File: config.mk
export PLATFORM = sky130hd
export DESIGN_NAME = cfg_read_redirect
export DESIGN_NICKNAME = d
export VERILOG_FILES = /design/src/rtl/cfg_read_redirect.sv
export SDC_FILE = /design/constraint.sdc
export NUM_CORES = 1
export LEC_CHECK = 0
export ABC_CLOCK_PERIOD_IN_PS = 3800
export BUFFER_PORTS_ARGS = -buffer_cell sky130_fd_sc_hd__buf_2
export CAP_MARGIN = 0
export CELL_PAD_IN_SITES_DETAIL_PLACEMENT = 1
export CELL_PAD_IN_SITES_GLOBAL_PLACEMENT = 2
export CORE_MARGIN = 1.5
export CORE_UTILIZATION = 16
export DETAILED_ROUTE_END_ITERATION = 8
export PLACE_DENSITY = 0.84
export SYNTH_ARGS = -nofsm -noshare
export SYNTH_HDL_FRONTEND = slang
export SYNTH_SLANG_ARGS = --single-unit
File: constraint.sdc
create_clock -name clk -period 3.8 [get_ports clk]
set_input_delay 0.76 -clock clk [delete_from_list [all_inputs] [get_ports clk]]
set_output_delay 0.76 -clock clk [all_outputs]
set_load 0.02 [all_outputs]
File: src/rtl/cfg_read_redirect.sv
module cfg_read_redirect #(
  parameter int WINDOW   = 3,
  parameter int PTR_W    = 16,
  parameter int SEL_W    = 3,
  parameter int EN_BIT   = 0,
  parameter int FUSE_BIT = 1,
  parameter int SIG_BIT  = 2
) (
  input  logic             clk,
  input  logic             rst_n,
  input  logic             ctl_we,
  input  logic [7:0]       ctl_wdata,
  input  logic             ld_strobe,
  input  logic [PTR_W-1:0] ld_ptr,
  input  logic [7:0]       pmem_rdata,
  input  logic [7:0]       fuse_lo_pgm,
  input  logic [7:0]       fuse_hi_pgm,
  input  logic [2:0]       fuse_ext_pgm,
  input  logic [7:0]       lock_pgm,
  input  logic [7:0]       sig_b1,
  input  logic [7:0]       sig_b2,
  input  logic [7:0]       sig_b3,
  input  logic [7:0]       osc_cal,
  output logic [7:0]       ld_result
);

  localparam int CNT_W = $clog2(WINDOW + 1);
  localparam logic [CNT_W-1:0] LAST = CNT_W'(WINDOW - 1);

  logic             arm_fuse, arm_sig;
  logic [CNT_W-1:0] win_cnt;
  logic [7:0]       fuse_byte, sig_byte;
  logic [SEL_W-1:0] sel;

  wire armed    = arm_fuse | arm_sig;
  wire set_sig  = ctl_wdata[EN_BIT] & ctl_wdata[SIG_BIT];
  wire set_fuse = ctl_wdata[EN_BIT] & ctl_wdata[FUSE_BIT] & ~ctl_wdata[SIG_BIT];

  assign sel = ld_ptr[SEL_W-1:0];

  always_ff @(posedge clk) begin
    if (!rst_n) begin
      arm_fuse <= 1'b0;
      arm_sig  <= 1'b0;
      win_cnt  <= '0;
    end else if (ctl_we) begin
      arm_sig  <= set_sig;
      arm_fuse <= set_fuse;
      win_cnt  <= '0;
    end else if (armed) begin
      if (ld_strobe || win_cnt == LAST) begin
        arm_fuse <= 1'b0;
        arm_sig  <= 1'b0;
        win_cnt  <= '0;
      end else begin
        win_cnt  <= win_cnt + 1'b1;
      end
    end
  end

  always_comb begin
    case (sel)
      SEL_W'(0): fuse_byte = ~fuse_lo_pgm;
      SEL_W'(1): fuse_byte = ~lock_pgm;
      SEL_W'(2): fuse_byte = {5'b11111, ~fuse_ext_pgm};
      SEL_W'(3): fuse_byte = ~fuse_hi_pgm;
      default:   fuse_byte = 8'hFF;
    endcase
  end

  always_comb begin
    case (sel)
      SEL_W'(0): sig_byte = sig_b1;
      SEL_W'(1): sig_byte = osc_cal;
      SEL_W'(2): sig_byte = sig_b2;
      SEL_W'(4): sig_byte = sig_b3;
      default:   sig_byte = 8'hFF;
    endcase
  end

  assign ld_result = (ld_strobe && arm_sig)  ? sig_byte  :
                     (ld_strobe && arm_fuse) ? fuse_byte : pmem_rdata;

endmodule

==> impl_metrics.toml <==
[setup_path]
timing.rr.start = "win_cnt[0]"
crit_family = "multiplexers"
reg2reg_depth = 4
cp_num_cells = 5
critPathMaxStageDelay_ns = 0.56
path_buf_inv = 2
ff2ff_setup_slack_ns = 2.37
r2r-end = "arm_fuse"
cp_common_cell = "buf_2"
critPathLaunchType = "input pin"
worstPathMaxFanout = 19
path_class = "in -> out"
worstPathRequired_ns = 3.04
worst_ep_arrival_time_ns = 2.22
cp_cell_sequence = "buf_2, mux4_2, and3_4, o221ai_2, buf_2"
worstSetupEndpointType = "output pin"
slowest_stage = "mux4_2"

[sta]
setup_viol = 0
tightest_slew_ns = 0.643
fin_crit_ns = 2.98
final_hold_viol_count = 0
fmax_ghz = 0.335
slew_viol_final = 0
period_share_pct = 78.5
finalClockSkew_ns = 0.00211
finalSetupTns_ns = 0
rsz0062_at_grt = "no"
relSlewSlack_pct = 57.0

[logic_synthesis]
syn_area_per_cell_um2 = 7.29
synthArstFlopShare_pct = 0
synth_edf_count = 0
ys_seq_elements = 4
ys.flop_type = "dfxtp_1"
synthDistinctLibCells = 38
synth_warnings = 0
syn_area_um2 = 903
syn-instance-count = 124
synth_nets = 220
synth_seq_area_share_pct = 8.86

[floorplan]
io_pins = 103
fp-row-count = 27
die_h_um = 78.1
die_x_um = 78.1
die-area_um2 = 6110
fp.coreArea_um2 = 5470
start_util_pct = 16.5

[clock_network]
cts.repair.resized = 0
cts_tree = "yes"
clk_latency_ns = 0.21
clk_path_buf_depth = 2
cts_hold_buf = 0
cts_sinks = 4
clkTransAtPathRegs_ns = 0.03
cts_setup_buffers = 0
cts-htree-levels = 1
numCtsBuffers = 3
clock-root-buffer = "clkbuf_8"

[place]
dp_hpwl_um = 2940
io_buffers = 84
gp_congestion = 0.703
dp_cells = 270

[final_layout]
nets = 299
area_delta_synth_final_pct = 54.7
antenna_cells = 0
stdcell_count = 273
fillCellCount = 719
drive_gt1_share_pct = 48.8

[grt]
grt_max_degree = 23
antenna_found_initial = 0
grt_pass1_vias = 1315
grt_overflow_total = 0
groute.usage.overall_pct = 11.8
grt_pass1_wl_um = 5890

[power_and_ir_drop]
irDropWorstVdd_uv = 142
leakagePower_nw = 0.629
p_per_area_nw_per_um2 = 177

[detailed_routing]
wl_um = 3630
final_antenna_net_count = 0
first_iter_violations = 13
vias = 1253
wl_per_cell_um = 13.3
drc_errors = 0
viasPerCell = 4.59
drtPass1Iterations = 4

[min_path]
hold_depth = 2
holdCritStartpoint = "win_cnt[1]"
whs_endpoint = "win_cnt[1]"
min-delay-path-class = "reg -> reg"

[status]
status = "finished clean"

[run]
cap_violations = 0
[cells in the final DEF, fill, tap and decap left out, drive strengths merged, types with 3 or more instances in the layout]
cell type / n
dfxtp: 4
clkbuf: 3
nand2b: 8
a211o: 3
mux2i: 3
mux4: 3
a211oi: 4
nor3: 6
a2bb2oi: 3
mux2: 3
o22a: 3
a21boi: 3
nand2: 6
buf: 84
o21ai: 15
inv: 5
o32ai: 3
a21oi: 4
a31oi: 4
o22ai: 3
nor2: 10
[layer usage]
layer / track usage [%] / up-vias / wire, um
met5: 0 / - / 0
met4: 2.50 / 0 / 8
met3: 2.09 / 2 / 285
met2: 22.9 / 51 / 1790
met1: 13.2 / 569 / 1540
li1: - / 631 / -
[sequential cells by signal, summed over array words and instances, names as in the netlist]
register / cells
arm_fuse: 1
win_cnt: 2
arm_sig: 1
[worst max path at each step]
stage                         start      endpoint  slack (ns)
after detailed placement  ld_ptr[0]  ld_result[0]        0.78
final                     ld_ptr[0]  ld_result[0]        0.82
after floorplan           ld_ptr[0]  ld_result[3]        1.17
after global placement    ld_ptr[0]  ld_result[0]        0.79
after global routing      ld_ptr[0]  ld_result[0]        0.63
after CTS                 ld_ptr[0]  ld_result[0]        0.78
[synthesized netlist by cell type (2+ instances only)]
| library cell | instances | share of area, % |
|---|---|---|
| o221ai_2 | 2 | 3.3 |
| nand2b_1 | 8 | 5.5 |
| nor3b_1 | 2 | 1.7 |
| nor4_1 | 2 | 1.4 |
| buf_2 | 7 | 3.9 |
| nor3_1 | 6 | 3.3 |
| a211oi_1 | 4 | 3.3 |
| mux4_2 | 3 | 7.5 |
| dfxtp_1 | 4 | 8.9 |
| o21ai_0 | 15 | 8.3 |
| nor2_1 | 10 | 4.2 |
| a211o_1 | 3 | 2.9 |
| o32ai_1 | 3 | 2.9 |
| o22ai_1 | 3 | 2.1 |
| nand2_1 | 6 | 2.5 |
| a21oi_1 | 4 | 2.2 |
| mux2_2 | 3 | 3.7 |
| a31oi_1 | 4 | 2.8 |
| and2_1 | 2 | 1.4 |
| nor2b_1 | 2 | 1.4 |
| and3_4 | 2 | 2.5 |
| mux2i_1 | 3 | 3.3 |
| o22a_1 | 3 | 2.9 |
| a2bb2oi_1 | 3 | 2.9 |
| a21boi_0 | 2 | 1.7 |
| or3_1 | 2 | 1.4 |
| inv_1 | 5 | 2.1 |
[tightest hold or removal path, cell delays in order (launching register included)]
cell,delay (ns)
dfxtp_1,0.33
a21oi_1,0.07
nor2_1,0.08
[logic make-up (layout without fill, tap and decap cells)]
logic type,count (synthesis),in the layout,synth area share (%)
and+or+nand+nor,47,47,29.6
adders and majority gates,1,1,1.38
DFF,4,4,8.86
muxes,9,9,14.5
buffers and inverters,15,92,8.45
AOI/OAI and AO/OA,48,48,37.1
[power by group]
group	total (mW)	leakage (nW)	switching (mW)	internal (mW)
Sequential	0.0435	0.0324	0.000490	0.0430
Clock	0.0877	0.0216	0.0203	0.0674
Combinational	0.116	0.575	0.0560	0.0599
[cell type report]
cell class | count | area [um2] | area share [%]
inverter | 5 | 18.8 | 1.34
clock buffer | 3 | 41.3 | 2.95
tap | 72 | 90.1 | 6.45
timing repair buffer | 84 | 420 | 30.1
sequential | 4 | 80.1 | 5.73
multi-input combinational | 105 | 747 | 53.4
[per-stage QoR]
step / hold WS (ns) / cell area (um2) / utilization [%] / setup WS [ns] / total power [mW]
2_1_floorplan: 0.461 / 903 / - / 1.17 / 0.109
3_3_place_gp: 0.484 / 1360 / 24.8 / 0.786 / 0.160
5_1_grt: 0.575 / 1400 / 25.5 / 0.633 / 0.266
6_report: 0.518 / 1400 / 25.5 / 0.816 / 0.247
3_5_place_dp: 0.520 / 1360 / 24.8 / 0.781 / 0.162
4_1_cts: 0.527 / 1400 / 25.5 / 0.781 / 0.253
No activity file was read; power rests on OpenSTA's default activity.
